### config.mk
export PLATFORM = sky130hd
export DESIGN_NAME = pgdram_ctrl
export DESIGN_NICKNAME = d
export VERILOG_FILES = /design/src/rtl/pgdram_pkg.sv /design/src/rtl/pgdram_rowtrack.sv /design/src/rtl/pgdram_seq.sv /design/src/rtl/pgdram_pins.sv /design/src/rtl/pgdram_ctrl.sv
export SDC_FILE = /design/constraint.sdc
export NUM_CORES = 1
export LEC_CHECK = 0
export ABC_AREA = 1
export BUFFER_PORTS_ARGS = -buffer_cell sky130_fd_sc_hd__buf_2
export CORE_MARGIN = 5
export CORE_UTILIZATION = 30
export DETAILED_ROUTE_END_ITERATION = 7
export PLACE_DENSITY = 0.56
export SLEW_MARGIN = 15
export SYNTH_ARGS = -nofsm -noshare
export SYNTH_HDL_FRONTEND = slang
export SYNTH_HIERARCHICAL = 1
export SYNTH_SLANG_ARGS = --single-unit
export TNS_END_PERCENT = 1
### constraint.sdc
create_clock -name clk -period 1.7 [get_ports clk]
set_input_delay 0.085 -clock clk [delete_from_list [all_inputs] [get_ports clk]]
set_output_delay 0.085 -clock clk [all_outputs]
set_load 0.01 [all_outputs]
### src/rtl/pgdram_pkg.sv
`timescale 1ns/1ps
package pgdram_pkg;

   // Sequencer phases. PRE: row strobe released (precharge).
   // RCD: row strobe low with row address. CP: column strobe high with
   // new column (page hit). STRB: column strobe low.
   typedef enum logic [2:0] {
      PH_IDLE = 3'd0,
      PH_PRE  = 3'd1,
      PH_RCD  = 3'd2,
      PH_CP   = 3'd3,
      PH_STRB = 3'd4
   } phase_e;

   function automatic int max_of(input int a, input int b);
      return (a > b) ? a : b;
   endfunction

endpackage

### src/rtl/pgdram_rowtrack.sv
`timescale 1ns/1ps
module pgdram_rowtrack #(
   parameter int ROW_W = 10
) (
   input  logic             clk,
   input  logic             rst_n,
   input  logic [ROW_W-1:0] row_in,
   input  logic             load,
   output logic             hit,
   output logic             open_vld,
   output logic [ROW_W-1:0] open_row
);

   logic             vld_q;
   logic [ROW_W-1:0] row_q;

   always_ff @(posedge clk or negedge rst_n) begin
      if (!rst_n) begin
         vld_q <= 1'b0;
         row_q <= '0;
      end else if (load) begin
         vld_q <= 1'b1;
         row_q <= row_in;
      end
   end

   assign hit      = vld_q && (row_q == row_in);
   assign open_vld = vld_q;
   assign open_row = row_q;

   // a load always installs the requested row, so the row compares equal next cycle
   a_r5_load_installs_row: assert property (@(posedge clk) disable iff (!rst_n)
      load |=> (open_vld && open_row == $past(row_in)));

endmodule

### src/rtl/pgdram_seq.sv
`timescale 1ns/1ps
module pgdram_seq
   import pgdram_pkg::*;
#(
   parameter int T_PRE = 1,
   parameter int T_RCD = 1,
   parameter int T_CP  = 1,
   parameter int T_CAS = 2
) (
   input  logic   clk,
   input  logic   rst_n,
   input  logic   start,
   input  logic   start_hit,
   output phase_e phase,
   output logic   last_strobe,
   output logic   done
);

   localparam int MAXD = max_of(max_of(T_PRE, T_RCD), max_of(T_CP, T_CAS));
   localparam int CW   = $clog2(MAXD + 1);
   localparam logic [CW-1:0] L_PRE = CW'(T_PRE - 1);
   localparam logic [CW-1:0] L_RCD = CW'(T_RCD - 1);
   localparam logic [CW-1:0] L_CP  = CW'(T_CP - 1);
   localparam logic [CW-1:0] L_CAS = CW'(T_CAS - 1);

   generate
      if (T_PRE < 1 || T_RCD < 1 || T_CP < 1 || T_CAS < 1) begin : g_bad_timing
         $error("every strobe phase must last at least one cycle");
      end
   endgenerate

   phase_e        ph_q, ph_d;
   logic [CW-1:0] cnt_q, cnt_d;
   logic          done_q;

   always_comb begin
      ph_d  = ph_q;
      cnt_d = cnt_q;
      unique case (ph_q)
         PH_IDLE: begin
            if (start) begin
               ph_d  = start_hit ? PH_CP : PH_PRE;
               cnt_d = start_hit ? L_CP : L_PRE;
            end
         end
         PH_PRE: begin
            if (cnt_q == '0) begin
               ph_d  = PH_RCD;
               cnt_d = L_RCD;
            end else begin
               cnt_d = cnt_q - 1'b1;
            end
         end
         PH_RCD, PH_CP: begin
            if (cnt_q == '0) begin
               ph_d  = PH_STRB;
               cnt_d = L_CAS;
            end else begin
               cnt_d = cnt_q - 1'b1;
            end
         end
         PH_STRB: begin
            if (cnt_q == '0) begin
               ph_d  = PH_IDLE;
               cnt_d = '0;
            end else begin
               cnt_d = cnt_q - 1'b1;
            end
         end
         default: begin
            ph_d  = PH_IDLE;
            cnt_d = '0;
         end
      endcase
   end

   always_ff @(posedge clk or negedge rst_n) begin
      if (!rst_n) begin
         ph_q   <= PH_IDLE;
         cnt_q  <= '0;
         done_q <= 1'b0;
      end else begin
         ph_q   <= ph_d;
         cnt_q  <= cnt_d;
         done_q <= last_strobe;
      end
   end

   assign phase       = ph_q;
   assign last_strobe = (ph_q == PH_STRB) && (cnt_q == '0);
   assign done        = done_q;

   // completion is a single-cycle pulse
   a_r9_ready_single: assert property (@(posedge clk) disable iff (!rst_n)
      done |=> !done);

   // precharge is followed only by more precharge or the row phase
   a_r3_precharge_then_row: assert property (@(posedge clk) disable iff (!rst_n)
      (ph_q == PH_PRE) |=> (ph_q == PH_PRE || ph_q == PH_RCD));

endmodule

### src/rtl/pgdram_pins.sv
`timescale 1ns/1ps
module pgdram_pins
   import pgdram_pkg::*;
#(
   parameter int ROW_W  = 10,
   parameter int COL_W  = 10,
   parameter int DATA_W = 16,
   parameter int AW     = 10
) (
   input  logic              clk,
   input  logic              rst_n,
   input  phase_e            phase,
   input  logic              row_open,
   input  logic [ROW_W-1:0]  row,
   input  logic [COL_W-1:0]  col,
   input  logic              wr,
   input  logic [DATA_W-1:0] wdata,
   input  logic              capture,
   input  logic [DATA_W-1:0] dq_in,
   output logic [AW-1:0]     dram_addr,
   output logic              ras_n,
   output logic              cas_n,
   output logic              we_n,
   output logic [DATA_W-1:0] dq_out,
   output logic              dq_oe,
   output logic [DATA_W-1:0] rdata
);

   logic [AW-1:0] row_x, col_x;

   generate
      if (ROW_W < AW) begin : g_row_pad
         assign row_x = {{(AW-ROW_W){1'b0}}, row};
      end else begin : g_row_full
         assign row_x = row;
      end
      if (COL_W < AW) begin : g_col_pad
         assign col_x = {{(AW-COL_W){1'b0}}, col};
      end else begin : g_col_full
         assign col_x = col;
      end
   endgenerate

   logic drive_wr;

   always_comb begin
      unique case (phase)
         PH_PRE, PH_RCD: dram_addr = row_x;
         default:        dram_addr = col_x;
      endcase
   end

   always_comb begin
      unique case (phase)
         PH_IDLE: ras_n = !row_open;
         PH_PRE:  ras_n = 1'b1;
         default: ras_n = 1'b0;
      endcase
   end

   assign cas_n    = (phase != PH_STRB);
   assign drive_wr = wr && (phase == PH_RCD || phase == PH_CP || phase == PH_STRB);
   assign we_n     = !drive_wr;
   assign dq_oe    = drive_wr;
   assign dq_out   = wdata;

   always_ff @(posedge clk or negedge rst_n) begin
      if (!rst_n)
         rdata <= '0;
      else if (capture && !wr)
         rdata <= dq_in;
   end

   // the column strobe only falls inside an open row
   a_r2_cas_inside_ras: assert property (@(posedge clk) disable iff (!rst_n)
      $fell(cas_n) |-> !ras_n);

   // write enable set up a cycle before the column strobe falls
   a_r7_we_setup: assert property (@(posedge clk) disable iff (!rst_n)
      ($fell(cas_n) && !we_n) |-> $past(!we_n && dq_oe));

   // write enable held while the column strobe is low
   a_r7_we_hold: assert property (@(posedge clk) disable iff (!rst_n)
      (!cas_n && !we_n) |=> (cas_n || !we_n));

endmodule

### src/rtl/pgdram_ctrl.sv
`timescale 1ns/1ps
module pgdram_ctrl
   import pgdram_pkg::*;
#(
   parameter int ROW_W  = 10,
   parameter int COL_W  = 10,
   parameter int DATA_W = 16,
   parameter int T_PRE  = 1,
   parameter int T_RCD  = 1,
   parameter int T_CP   = 1,
   parameter int T_CAS  = 2,
   localparam int ADDR_W = ROW_W + COL_W,
   localparam int AW     = (ROW_W > COL_W) ? ROW_W : COL_W
) (
   input  logic              clk,
   input  logic              rst_n,
   input  logic              cpu_req,
   input  logic              cpu_we,
   input  logic [ADDR_W-1:0] cpu_addr,
   input  logic [DATA_W-1:0] cpu_wdata,
   output logic              cpu_hold,
   output logic              cpu_ready,
   output logic [DATA_W-1:0] cpu_rdata,
   output logic [AW-1:0]     dram_addr,
   output logic              dram_ras_n,
   output logic              dram_cas_n,
   output logic              dram_we_n,
   output logic [DATA_W-1:0] dram_dq_out,
   output logic              dram_dq_oe,
   input  logic [DATA_W-1:0] dram_dq_in
);

   localparam int MISS_CYC = T_PRE + T_RCD + T_CAS;
   localparam int HIT_CYC  = T_CP + T_CAS;
   localparam int LW       = $clog2(MISS_CYC + HIT_CYC + 2);

   generate
      if (ROW_W < 1 || COL_W < 1 || DATA_W < 1) begin : g_bad_width
         $error("row, column and data widths must be positive");
      end
   endgenerate

   phase_e             phase;
   logic               accept, row_hit, row_vld, last_strobe, done;
   logic [ROW_W-1:0]   open_row;
   logic [COL_W-1:0]   col_q;
   logic               we_q;
   logic [DATA_W-1:0]  wd_q;

   assign accept = cpu_req && (phase == PH_IDLE);

   pgdram_rowtrack #(.ROW_W(ROW_W)) u_row (
      .clk      (clk),
      .rst_n    (rst_n),
      .row_in   (cpu_addr[ADDR_W-1:COL_W]),
      .load     (accept && !row_hit),
      .hit      (row_hit),
      .open_vld (row_vld),
      .open_row (open_row)
   );

   pgdram_seq #(
      .T_PRE(T_PRE), .T_RCD(T_RCD), .T_CP(T_CP), .T_CAS(T_CAS)
   ) u_seq (
      .clk         (clk),
      .rst_n       (rst_n),
      .start       (accept),
      .start_hit   (row_hit),
      .phase       (phase),
      .last_strobe (last_strobe),
      .done        (done)
   );

   always_ff @(posedge clk or negedge rst_n) begin
      if (!rst_n) begin
         col_q <= '0;
         we_q  <= 1'b0;
         wd_q  <= '0;
      end else if (accept) begin
         col_q <= cpu_addr[COL_W-1:0];
         we_q  <= cpu_we;
         wd_q  <= cpu_wdata;
      end
   end

   pgdram_pins #(
      .ROW_W(ROW_W), .COL_W(COL_W), .DATA_W(DATA_W), .AW(AW)
   ) u_pins (
      .clk       (clk),
      .rst_n     (rst_n),
      .phase     (phase),
      .row_open  (row_vld),
      .row       (open_row),
      .col       (col_q),
      .wr        (we_q),
      .wdata     (wd_q),
      .capture   (last_strobe),
      .dq_in     (dram_dq_in),
      .dram_addr (dram_addr),
      .ras_n     (dram_ras_n),
      .cas_n     (dram_cas_n),
      .we_n      (dram_we_n),
      .dq_out    (dram_dq_out),
      .dq_oe     (dram_dq_oe),
      .rdata     (cpu_rdata)
   );

   assign cpu_hold  = (phase != PH_IDLE);
   assign cpu_ready = done;

   // Latency tracking used by the checks below
   logic [LW-1:0] lat_q;
   logic          lat_hit_q;

   always_ff @(posedge clk or negedge rst_n) begin
      if (!rst_n) begin
         lat_q     <= '0;
         lat_hit_q <= 1'b0;
      end else if (accept) begin
         lat_q     <= '0;
         lat_hit_q <= row_hit;
      end else if (cpu_hold) begin
         lat_q <= lat_q + 1'b1;
      end
   end

   a_r3_miss_latency: assert property (@(posedge clk) disable iff (!rst_n)
      (cpu_ready && !lat_hit_q) |-> (lat_q == LW'(MISS_CYC)));

   a_r4_hit_latency: assert property (@(posedge clk) disable iff (!rst_n)
      (cpu_ready && lat_hit_q) |-> (lat_q == LW'(HIT_CYC)));

   a_r4_ras_held_on_hit: assert property (@(posedge clk) disable iff (!rst_n)
      (cpu_hold && lat_hit_q) |-> !dram_ras_n);

   a_r8_hold_ends_with_ready: assert property (@(posedge clk) disable iff (!rst_n)
      $fell(cpu_hold) |-> cpu_ready);

   a_r10_row_left_open: assert property (@(posedge clk) disable iff (!rst_n)
      (!cpu_hold && row_vld) |-> (!dram_ras_n && dram_cas_n));

endmodule

# Word-level counts from Yosys, hierarchy flattened
# Index checks and enable logic that the tools add are counted.
op_classes:
  addsub: 1
  n_mux: 12
  eq_ne: 10
  n_reduce_logical: 19
op_table:
  columns: ["operator", "count"]
  rows:
  - ["3-bit two-way mux", 4]
  - ["3-bit one-hot mux with 4 select lines", 1]
  - ["10-bit == test", 1]
  - ["10-bit two-way mux", 1]
  - ["2-bit two-way mux", 4]
  - ["3-bit by 2-bit == test with 1-bit output, second input constant", 2]
  - ["1-bit logical AND", 6]
  - ["2-bit != test, second input constant", 3]
  - ["2-bit one-hot mux with 3 select lines", 1]
  - ["2-bit OR reduction", 3]
  - ["1-bit logical NOT", 4]
  - ["4-bit AND reduction", 1]
  - ["3-bit by 1-bit == test with 1-bit output, second input constant", 1]
  - ["3-bit == test, second input constant", 1]
  - ["3-bit logical NOT", 1]
  - ["3-bit != test, second input constant", 1]
  - ["3-bit nonzero test", 1]
  - ["2-bit logical NOT", 1]
  - ["1-bit logical OR", 2]
  - ["2-bit by 1-bit != test with 1-bit output, second input constant", 1]
  - ["1-bit one-hot mux with 2 select lines", 1]
  - ["2-bit by 1-bit subtractor with 2-bit output, second input constant", 1]
word_totals:
  inputBits: 56
  output_inout_bits: 48
  elab_cells: 51
  regBits: 60

# Depth between registers and ports, before layout
depth:
  ltp_word: 5
  mapped_depth: 12
  mapped_depth_nobuf: 12

# Hierarchy
# The synthesis kept the hierarchy.
modules_own_cells:
  columns: ["mod", "area_each_um2", "seq_area_each_um2", "instances", "cells_per_inst"]
  rows:
  - ["pgdram_ctrl", 1202.4, 675.6, 1, 126]
  - ["pgdram_pins", 982.2, 400.4, 1, 131]
  - ["pgdram_rowtrack", 578.1, 275.3, 1, 84]
  - ["pgdram_seq", 307.8, 150.1, 1, 38]

# Worst setup path before layout
# Ideal clock, no wire load.
synth_path:
  path_type: "register -> register"
  start: "register u_seq.ph_q[1], in the netlist u_seq/phase[1]"
  end: "register u_row.row_q[5], in the netlist u_row/open_row[5]"
  arrival_ps: 1370
  setup_slack_ps: 202
  setup_time_ps: 128
  n_path_buf: 2
  t_required_ps: 1572
  period_less_slack_ps: 1498
  path_stages_with_launch: 7
  cell_sequence: "dfrtp_1 > nor2_2 > nand3_2 > buf_2 > nor2_1 > buf_2 > o21ai_0"
synth_via:
  elab_chain_len: 3
synth_rtl:
  columns: ["element", "line_no", "source"]
  rows:
  - ["start: declaration", "pgdram_seq.sv:32", "phase_e ph_q, ph_d;"]
  - ["start signal: assignment", "pgdram_seq.sv:83", "ph_q <= ph_d;"]
  - ["3-bit logical NOT", "pgdram_ctrl.sv:50", "assign accept = cpu_req && (phase == PH_IDLE);"]
  - ["1-bit logical AND", "pgdram_ctrl.sv:50", null]
  - ["1-bit logical AND", "pgdram_ctrl.sv:56", ".load (accept && !row_hit),"]
  - ["end signal: assignment", "pgdram_rowtrack.sv:23", "row_q <= row_in;"]
  - ["end: declaration", "pgdram_rowtrack.sv:15", "logic [ROW_W-1:0] row_q;"]
# Every way passes these cells.
# A chain may end at the register's enable or synchronous reset.

# Worst setup path in the final report
layout_path:
  start: "register u_seq.ph_q[2], in the netlist u_seq/phase[2]"
  end: "output dram_addr[5]"
layout_via:
  elab_chain_len: 3
  elab_cells_between_ends: 4
  cone_classes: "eq/ne: 2; mux: 1; reduce/logical: 1"
layout_rtl:
  columns: ["element", "line_no", "source"]
  rows:
  - ["3-bit by 1-bit == test with 1-bit output / 3-bit by 2-bit == test with 1-bit output (equally long branches)", "pgdram_pins.sv:47", "unique case (phase)"]
  - ["2-bit OR reduction (*)", "pgdram_pins.sv:47", null]
  - ["10-bit two-way mux (*)", "pgdram_pins.sv:47", null]
  - ["end: declaration", "pgdram_ctrl.sv:24", "output logic [AW-1:0] dram_addr,"]
# Every way passes the cells marked *; elsewhere a longest branch is shown, timed or not.

==> results.txt <==
Storage cell area -> 1500 um^2
# Max-Cap Violations -> 0
Power after layout -> 7.74 mW
Highest fanout seen on the critical path -> 10
Fin Hold WS -> 0.0209 ns
Clock period minus worst slack -> 1.62 ns
Clock sinks -> 60
Fmax achieved -> 617 MHz
Global-route wire length before repair -> 14,500 um
EDFF count, synth -> 0
IR Drop Worst-Case VDD -> 0.000641 V
Cts bufs inserted -> 9
Measured slew at the worst slew-check pin -> 0.369 ns
Startpoint types -> flip-flop
Clock latency on the worst-skew pair -> 0.33 ns
Final GP Congestion -> 0.827
Starting utilization of the core area -> 0.303
Global route overflow -> 0
Die area -> 12,400 um^2
Post-Syn Instances -> 379
Detailed-route DRC error count -> 0
Number of levels in the clock H-tree -> 3
Share of the cycle needed by the critical path after routing -> 0.953
Drt via density -> 4.38
Status -> finished, final reports clean
Clock slew at the register clock pins of the worst setup and hold paths -> 0.08 ns
Critical path type -> reg -> out
Core Box Area -> 10,100 um^2
Clock tree from TritonCTS -> built
Seq/Total Area, Yosys -> 0.489
X dimension of the die -> 111 um
Minimum setup slack among reg-to-reg paths -> 0.09 ns
Number of global-route vias before repair -> 2,905
Setup repair after global routing missed its margin -> yes
Sort of element at the end of the critical path -> output pin
Post-Place Setup Slack -> -0.276 ns
Diode insertion count for antenna repair -> 0
Power per standard cell area -> 1800 nW/um^2
Area taken by multi-input logic gates -> 1210 um^2
Overall via count from detail_route -> 2,891
Initial antenna violation count -> 0
Final instance count without filler cells -> 660
Residual antenna-violating net count after detailed routing -> 0
Max-slew headroom -> 0.754
Layout Skew -> 0.0105 ns
Placement Rows -> 37
Flops & latches, synth -> 60
Routed wire per std cell -> 12.8 um
Number of nets produced by synthesis -> 435
Number of distinct standard cells referenced by the synthesized netlist -> 23
Clock Path Buffers -> 2
Placed cell count -> 603
Cell Area, Synth -> 3070 um^2
Final Max Tran Viols -> 0
Routed wire length -> 8440 um
Post-Place Cell Area -> 3660 um^2
Crit path arrival time -> 1.53 ns
# port buffers -> 103
Post-route cell area -> 4300 um^2
Layout net count -> 575
Top-Level Pins -> 104
Die Span Y -> 111 um
Largest net degree at the start of global routing -> 61
First-pass detailed-route iteration total -> 4
Required time worst endpoint -> 1.62 ns
Final Hold Viols -> 0
Fraction of layout instances using a drive strength above 1 -> 0.324
Final number of setup-violating endpoints -> 0
Final setup TNS -> 0 ns
Leading register cell type out of synthesis -> sky130_fd_sc_hd__dfrtp_1
Final setup slack of the worst path -> 0.0803 ns
Area Growth Syn to Fin -> 40.2%
Static Leakage -> 2.35 nW
Cell chosen for the clock root -> sky130_fd_sc_hd__clkbuf_8
DPL Wire Length -> 5680 um
Fill cells -> 1,014
Post-Syn Area per Cell -> 8.10 um^2
Global router's overall resource usage -> 0.141
Yosys warnings -> 6
Async SR Flop Fraction -> 1.00
Fin util -> 0.425
Hold WC Path Type -> in -> reg
Count of routing violations after the opening detailed-route iteration -> 133
-- cell families after synthesis --
group / count (synthesis) / share of synthesized area
AOI/OAI and AO/OA: 18 / 0.0318
DFF: 60 / 0.489
buffers and inverters: 64 / 0.122
and+or+nand+nor: 236 / 0.355
xor gates and xnor gates: 1 / 0.00285
-- metal layers --
metal / track usage / vias up / part of all wire
met5: 0 / - / 0
met1: 0.187 / 1328 / 0.47
met4: 0.0487 / 0 / 0.0077
met2: 0.230 / 67 / 0.47
li1: - / 1492 / -
met3: 0.0289 / 4 / 0.046
-- critical path, stage by stage (launching register included) --
cell	delay [ns]
sky130_fd_sc_hd__dfrtp_1	0.37
sky130_fd_sc_hd__buf_4	0.16
sky130_fd_sc_hd__inv_2	0.08
sky130_fd_sc_hd__nand2_1	0.08
sky130_fd_sc_hd__nand2_2	0.18
sky130_fd_sc_hd__nand3_1	0.12
sky130_fd_sc_hd__nand2_1	0.09
sky130_fd_sc_hd__buf_2	0.13
-- where the power goes --
part	leakage, nW	switching (mW)	internal [mW]
logic	1.51	2.33	1.49
registers	0.732	0.412	2.11
clock network	0.109	0.582	0.820
total	2.35	3.33	4.42
-- final timing paths --
kind | from | to | cells past startpoint
setup / recovery | u_seq/phase[2] | dram_addr[5] | 7
hold / removal | cpu_addr[0] | col_q[0] | 3
setup reg to reg | u_seq/phase[0] | u_pins/rdata[11] | 8
hold reg to reg | u_pins/rdata[15] | u_pins/rdata[15] | 2
max in group asynchronous | rst_n | u_row/open_row[5] | 3
min in group asynchronous | rst_n | u_row/open_row[6] | 3
-- cell usage after synthesis, types with 4 or more instances --
| library cell | count | share of area |
|---|---|---|
| sky130_fd_sc_hd__nand2_1 | 134 | 0.16 |
| sky130_fd_sc_hd__nand2_2 | 16 | 0.033 |
| sky130_fd_sc_hd__inv_1 | 26 | 0.032 |
| sky130_fd_sc_hd__dfrtp_1 | 60 | 0.49 |
| sky130_fd_sc_hd__buf_2 | 5 | 0.0081 |
| sky130_fd_sc_hd__nand4_1 | 28 | 0.057 |
| sky130_fd_sc_hd__inv_2 | 5 | 0.0061 |
| sky130_fd_sc_hd__nor2_1 | 9 | 0.011 |
| sky130_fd_sc_hd__buf_4 | 23 | 0.056 |
| sky130_fd_sc_hd__o21ai_0 | 10 | 0.016 |
| sky130_fd_sc_hd__nand3_1 | 41 | 0.067 |
| sky130_fd_sc_hd__buf_6 | 4 | 0.015 |
-- registers in the layout, indices dropped and copies added, names as in the netlist --
name	cells
u_row/open_vld	1
u_pins/rdata	16
we_q	1
u_seq/phase	3
u_seq/cnt_q	2
u_row/open_row	10
u_seq/done	1
wd_q	16
col_q	10
-- cell type report --
type,instances,share of cell area
clock buffer,9,0.0288
clock inverter,7,0.0212
inverter,31,0.0270
multi-input combinational,255,0.282
sequential,60,0.349
tap,136,0.0395
timing repair buffer,162,0.252
-- cell usage in the layout (no fill, tap or decap), types with 2 or more instances in the layout --
cell and n:
sky130_fd_sc_hd__a21oi_1 3, sky130_fd_sc_hd__buf_12 2, sky130_fd_sc_hd__buf_2 103, sky130_fd_sc_hd__buf_4 16
sky130_fd_sc_hd__bufinv_16 2, sky130_fd_sc_hd__clkbuf_8 9, sky130_fd_sc_hd__clkinv_2 3, sky130_fd_sc_hd__dfrtp_1 60
sky130_fd_sc_hd__dlygate4sd3_1 41, sky130_fd_sc_hd__inv_1 26, sky130_fd_sc_hd__inv_2 5, sky130_fd_sc_hd__nand2_1 134
sky130_fd_sc_hd__nand2_2 15, sky130_fd_sc_hd__nand2_4 2, sky130_fd_sc_hd__nand3_1 40, sky130_fd_sc_hd__nand3_2 4
sky130_fd_sc_hd__nand4_1 28, sky130_fd_sc_hd__nor2_1 7, sky130_fd_sc_hd__nor2_2 4, sky130_fd_sc_hd__o21ai_0 10
sky130_fd_sc_hd__o21ai_1 2
-- timing repair --
item,CTS,global route
buffers inserted,0,0
endpoints found under the hold margin,100,0
hold buffers,41,0
endpoints found under the setup margin,12,28
gates resized for setup,3,2
pin swaps,0,1
Note: power is estimated with default switching activity, not from simulation.
